$ cat config.mk
export PLATFORM = sky130hd
export DESIGN_NAME = gpio_irq_port
export DESIGN_NICKNAME = d
export VERILOG_FILES = /design/src/rtl/gpio_irq_port.sv
export SDC_FILE = /design/constraint.sdc
export NUM_CORES = 1
export LEC_CHECK = 0
export ABC_AREA = 1
export BUFFER_PORTS_ARGS = -buffer_cell sky130_fd_sc_hd__clkbuf_2
export CORE_MARGIN = 2
export CORE_UTILIZATION = 30
export DETAILED_ROUTE_END_ITERATION = 8
export GPL_ROUTABILITY_DRIVEN = 1
export PLACE_DENSITY_LB_ADDON = 0.25
export SKIP_CTS_REPAIR_TIMING = 1
export SLEW_MARGIN = 0
export SYNTH_ARGS = -nofsm -noshare
export SYNTH_HDL_FRONTEND = slang
export SYNTH_SLANG_ARGS = --single-unit
$ cat constraint.sdc
create_clock -name clk -period 1.4 [get_ports clk]
set_clock_uncertainty 0.05 [all_clocks]
set_input_delay 0.28 -clock clk [delete_from_list [all_inputs] [get_ports clk]]
set_output_delay 0.28 -clock clk [all_outputs]
set_load 0.005 [all_outputs]
$ cat src/rtl/gpio_irq_port.sv
module gpio_irq_port #(
  parameter int NPINS  = 32,
  parameter int ADDR_W = 8
) (
  input  logic              clk,
  input  logic              rst_n,
  input  logic [ADDR_W-1:0] bus_addr,
  input  logic              bus_we,
  input  logic [31:0]       bus_wdata,
  output logic [31:0]       bus_rdata,
  input  logic [NPINS-1:0]  pin_in,
  output logic [NPINS-1:0]  pin_out,
  output logic [NPINS-1:0]  pin_oe,
  output logic              irq
);

  localparam logic [ADDR_W-1:0] A_VAL  = ADDR_W'(8'h00);
  localparam logic [ADDR_W-1:0] A_DIR  = ADDR_W'(8'h04);
  localparam logic [ADDR_W-1:0] A_IEN  = ADDR_W'(8'h08);
  localparam logic [ADDR_W-1:0] A_RAW  = ADDR_W'(8'h0C);
  localparam logic [ADDR_W-1:0] A_PEND = ADDR_W'(8'h10);
  localparam logic [ADDR_W-1:0] A_CLR  = ADDR_W'(8'h14);
  localparam logic [ADDR_W-1:0] A_EDGE = ADDR_W'(8'h18);
  localparam logic [ADDR_W-1:0] A_POL  = ADDR_W'(8'h1C);
  localparam logic [ADDR_W-1:0] A_VER  = ADDR_W'(8'h20);
  localparam logic [ADDR_W-1:0] A_BOTH = ADDR_W'(8'h24);
  localparam logic [31:0]       VERSION = 32'd3;

  logic [NPINS-1:0] out_q, dir_q, ien_q, raw_q;
  logic [NPINS-1:0] sel_edge_q, pol_q, both_q;
  logic [NPINS-1:0] sync1_q, sync2_q, prev_q;
  logic [NPINS-1:0] hit, clr_mask, pend, val_rd;
  logic [NPINS-1:0] lvl_hit, rise, fall, edge_hit;

  assign pin_out = out_q;
  assign pin_oe  = ~dir_q;

  always_ff @(posedge clk) begin
    if (!rst_n) begin
      sync1_q <= '0;
      sync2_q <= '0;
      prev_q  <= '0;
    end else begin
      sync1_q <= pin_in;
      sync2_q <= sync1_q;
      prev_q  <= sync2_q;
    end
  end

  assign lvl_hit  = ~(pol_q ^ sync2_q);
  assign rise     = sync2_q & ~prev_q;
  assign fall     = ~sync2_q & prev_q;
  assign edge_hit = (both_q & (rise | fall)) |
                    (~both_q & ((pol_q & rise) | (~pol_q & fall)));
  assign hit      = (~sel_edge_q & lvl_hit) | (sel_edge_q & edge_hit);

  assign clr_mask = (bus_we && bus_addr == A_CLR) ? bus_wdata[NPINS-1:0] : '0;
  assign pend     = raw_q & ien_q;
  assign irq      = |pend;
  assign val_rd   = (dir_q & sync2_q) | (~dir_q & out_q);

  always_ff @(posedge clk) begin
    if (!rst_n) begin
      out_q      <= '0;
      dir_q      <= '1;
      ien_q      <= '0;
      sel_edge_q <= '0;
      pol_q      <= '0;
      both_q     <= '0;
      raw_q      <= '0;
    end else begin
      raw_q <= (raw_q & ~clr_mask) | hit;
      if (bus_we) begin
        case (bus_addr)
          A_VAL:  out_q      <= bus_wdata[NPINS-1:0];
          A_DIR:  dir_q      <= bus_wdata[NPINS-1:0];
          A_IEN:  ien_q      <= bus_wdata[NPINS-1:0];
          A_EDGE: sel_edge_q <= bus_wdata[NPINS-1:0];
          A_POL:  pol_q      <= bus_wdata[NPINS-1:0];
          A_BOTH: both_q     <= bus_wdata[NPINS-1:0];
          default: ;
        endcase
      end
    end
  end

  always_comb begin
    bus_rdata = '0;
    case (bus_addr)
      A_VAL:  bus_rdata[NPINS-1:0] = val_rd;
      A_DIR:  bus_rdata[NPINS-1:0] = dir_q;
      A_IEN:  bus_rdata[NPINS-1:0] = ien_q;
      A_RAW:  bus_rdata[NPINS-1:0] = raw_q;
      A_PEND: bus_rdata[NPINS-1:0] = pend;
      A_EDGE: bus_rdata[NPINS-1:0] = sel_edge_q;
      A_POL:  bus_rdata[NPINS-1:0] = pol_q;
      A_BOTH: bus_rdata[NPINS-1:0] = both_q;
      A_VER:  bus_rdata = VERSION;
      default: ;
    endcase
  end

  a_r1_ien_zero_after_reset: assert property (@(posedge clk) disable iff (!rst_n)
    $past(!rst_n) |-> (ien_q == '0));

  a_r7_masked_no_irq: assert property (@(posedge clk) disable iff (!rst_n)
    (ien_q == '0) |-> !irq);

  a_r8_event_latches: assert property (@(posedge clk) disable iff (!rst_n)
    $past(rst_n) |-> ((raw_q & $past(hit)) == $past(hit)));

  a_r8_clear_removes: assert property (@(posedge clk) disable iff (!rst_n)
    $past(rst_n) |-> ((raw_q & $past(clr_mask & ~hit)) == '0));

  a_r2_dir_only_by_write: assert property (@(posedge clk) disable iff (!rst_n)
    ($past(rst_n) && !$past(bus_we && bus_addr == A_DIR)) |-> (dir_q == $past(dir_q)));

endmodule

==> impl_metrics.py <==
metrics = {
    "run_status": {
        "run_status": "finished with violations",
        "violations": "setup timing",
    },
    "global_route": {
        "antenna_found_initial": 1,
        "grt_use_total_pct": 20.38,
        "grt_pass1_wl_um": 85620,
        "grt_pass1_vias": 15130,
        "grt.overflow.total": 0,
        "grt_max_degree": 50,
    },
    "synthesis": {
        "synth_cells": 2366,
        "synth_seq_cells": 320,
        "yosysWarnings": 0,
        "async_flop_share_pct": 0,
        "synth_top_cell_by_area": "dfxtp_1",
        "ys_top_cells_by_count": "nand2_1 (571), nor2_1 (359), inv_1 (334), dfxtp_1 (320), o21ai_0 (228)",
        "post-synth-top-count-cell": "nand2_1",
        "synth_nets": 2505,
        "synthesis.area_mm2": 0.01582,
        "synth_ff_type": "dfxtp_1",
        "synthTopCellsByArea": "dfxtp_1 (40%), nand2_1 (14%), nor2_1 (8.5%)",
        "syn_area_per_cell_um2": 6.688,
        "synth_edf_count": 0,
        "ys_types": 28,
        "ys_seq_area_share_pct": 40.49,
        "yosysTopAreaCellShare_pct": 40.49,
    },
    "worst_setup_path": {
        "r2r-start": "sync2_q[12]",
        "cp_max_fo": 2,
        "startpoint_type": "flip-flop",
        "crit_path_end_kind": "output port",
        "path_class": "flip-flop to output port",
        "r2r_cells": 6,
        "required_ps": 1070,
        "critical_path.slowest_cell": "or2_2",
        "r2r_slack_ps": 30,
        "cp_num_buf_inv": 1,
        "arrival_ps": 1860,
        "critPathTopFamily": "simple AND/OR/NAND/NOR gates",
        "crit_path_cell_trace": "nand2_1 -> nand4_1 -> or2_2 -> nor2_1 -> nand2_4 -> clkbuf_2",
        "critPathMaxStageDelay_ps": 340,
        "regToRegEndpoint": "raw_q[12]",
    },
    "finish": {
        "finish.instance_area_mm2": 0.02327,
        "area_growth_pct": 47.07,
        "final-instance-count-excl-fill": 3478,
        "nFillCells": 5296,
        "nets": 2902,
        "drive_gt1_share_pct": 32.19,
        "antenna_cells": 0,
        "fin_util_pct": 44.46,
    },
    "hold_path": {
        "min_from": "bus_wdata[21]",
        "hold_path.class": "input port to flip-flop",
        "hold_end": "both_q[21]",
        "hold_depth": 3,
    },
    "flow_run": {
        "maxCapViolCount": 0,
    },
    "drt": {
        "vias": 16550,
        "drcViolationCount": 0,
        "dr.pass1.iters": 5,
        "drt_iter0_markers": 1267,
        "routed_wl_um": 60250,
        "wl_met3_um": 4063,
        "top_layer": "met5",
        "ant_nets": 0,
        "met2_length_um": 27910,
        "wl_met1_um": 26660,
        "avgRoutedWirePerCell_um": 17.32,
        "viasPerCell": 4.758,
    },
    "placement": {
        "hpwl_um": 39550,
        "port_buffers": 171,
        "placed_cell_area_mm2": 0.01902,
        "placedCellCount": 3315,
        "gp_congestion": 0.8403,
    },
    "sta": {
        "rsz0062_at_grt": "yes",
        "worstMarginPinSlew_ps": 377.5,
        "fmaxAchievable_mhz": 457.0,
        "slew_headroom_pct": 74.77,
        "period_minus_slack_ps": 2188,
        "finalHoldViolations": 0,
        "drv_slew": 0,
        "finalCritPeriodShare_pct": 156.3,
        "finalSetupViolCount": 128,
        "setup_slack_ps": -788.1,
    },
    "floorplan": {
        "ios": 172,
        "die_w_um": 233.7,
        "rows": 84,
        "initial_core_util_pct": 30.23,
        "core-area_mm2": 0.05234,
        "die_area_mm2": 0.05459,
        "die_h_um": 233.7,
    },
    "power": {
        "p_per_area_mw_per_mm2": 897.0,
        "p_leak_uw": 0.01154,
        "total_power_uw": 20870,
        "ir_worst_vdd_mv": 0.7352,
    },
    "clocking": {
        "cts_tree": "built",
        "numCtsBuffers": 40,
        "htree_num_levels": 2,
        "clk_latency_ps": 560,
        "clockBufferDepth": 3,
        "cts.sinks": 320,
        "clk_pin_slew_ps": 60,
        "root_buffer": "clkbuf_16",
    },
}
[metal layers]
layer / vias up / GRT usage, %
met4: 2 / 6.784
met3: 101 / 3.540
li1: 8200 / -
met1: 7753 / 27.37
met2: 493 / 32.91
met5: - / 0
[per-stage QoR]
| step | TNS (ps) | hold WS [ps] | worst slack [ps] |
|---|---|---|---|
| 2_1_floorplan | -248.0 | 327.6 | -23.76 |
| 3_3_place_gp | -105840 | 343.9 | -679.7 |
| 3_5_place_dp | -112250 | 347.1 | -688.3 |
| 4_1_cts | -25060 | -173.6 | -1005 |
| 5_1_grt | -28470 | 1.250 | -884.1 |
| 6_report | -23080 | 5.767 | -788.1 |
[power breakdown]
part	internal, uW	switching (uW)	leakage, uW	total [uW]
Sequential	9260	111	0.00263	9370
Combinational	649	871	0.00829	1520
Clock	5930	4050	0.000624	9980
Total	15800	5030	0.0115	20900
[worst reg2reg max path, stage by stage (launching register included)]
cell and delay [ps]:
dfxtp_2 350, inv_1 70, buf_4 140, ha_1 280
o21ai_0 150, o21ai_0 110, a21oi_1 150
[worst max-delay path by stage]
stage                            from            to  cells past startpoint
final                       raw_q[31]           irq                      6
after global routing         ien_q[1]           irq                      8
after CTS                    raw_q[0]           irq                      8
after detailed placement  bus_addr[3]  bus_rdata[8]                     10
after global placement    bus_addr[3]  bus_rdata[7]                     10
after floorplan           bus_addr[6]  bus_rdata[5]                      8
[kinds of logic (layout without fill, tap and decap cells)]
group,Yosys count,count (layout),synth area share (%)
buf+inv,445,869,11.24
simple gates,1081,1081,27.49
xor+xnor,10,10,0.5535
flops,320,320,40.49
fa+ha+maj,64,64,5.061
compound gates,446,446,15.17
[layout by cell type, fill, tap and decap left out, drive strengths merged]
master,n
o21ai,289
nor3,3
o21a,15
buf,290
dlygate4sd3,32
nand3b,11
nand4,3
clkinv,10
xnor2,10
ha,64
or2,1
a21oi,110
inv,339
o211ai,32
nor2,372
nand2,579
clkbuf,198
nand3,112
dfxtp,320
[layout make-up]
type	instances	area (um^2)	share of cell area [%]
clock buffers	62	1215	5.221
repair buffers	458	4483	19.27
well taps	688	860.8	3.699
flip-flops and latches	320	6578	28.27
multi-input cells	1601	8726	37.50
inverters	342	1369	5.882
clock inverters	7	38.79	0.1667
(Power assumes the default switching activity.)
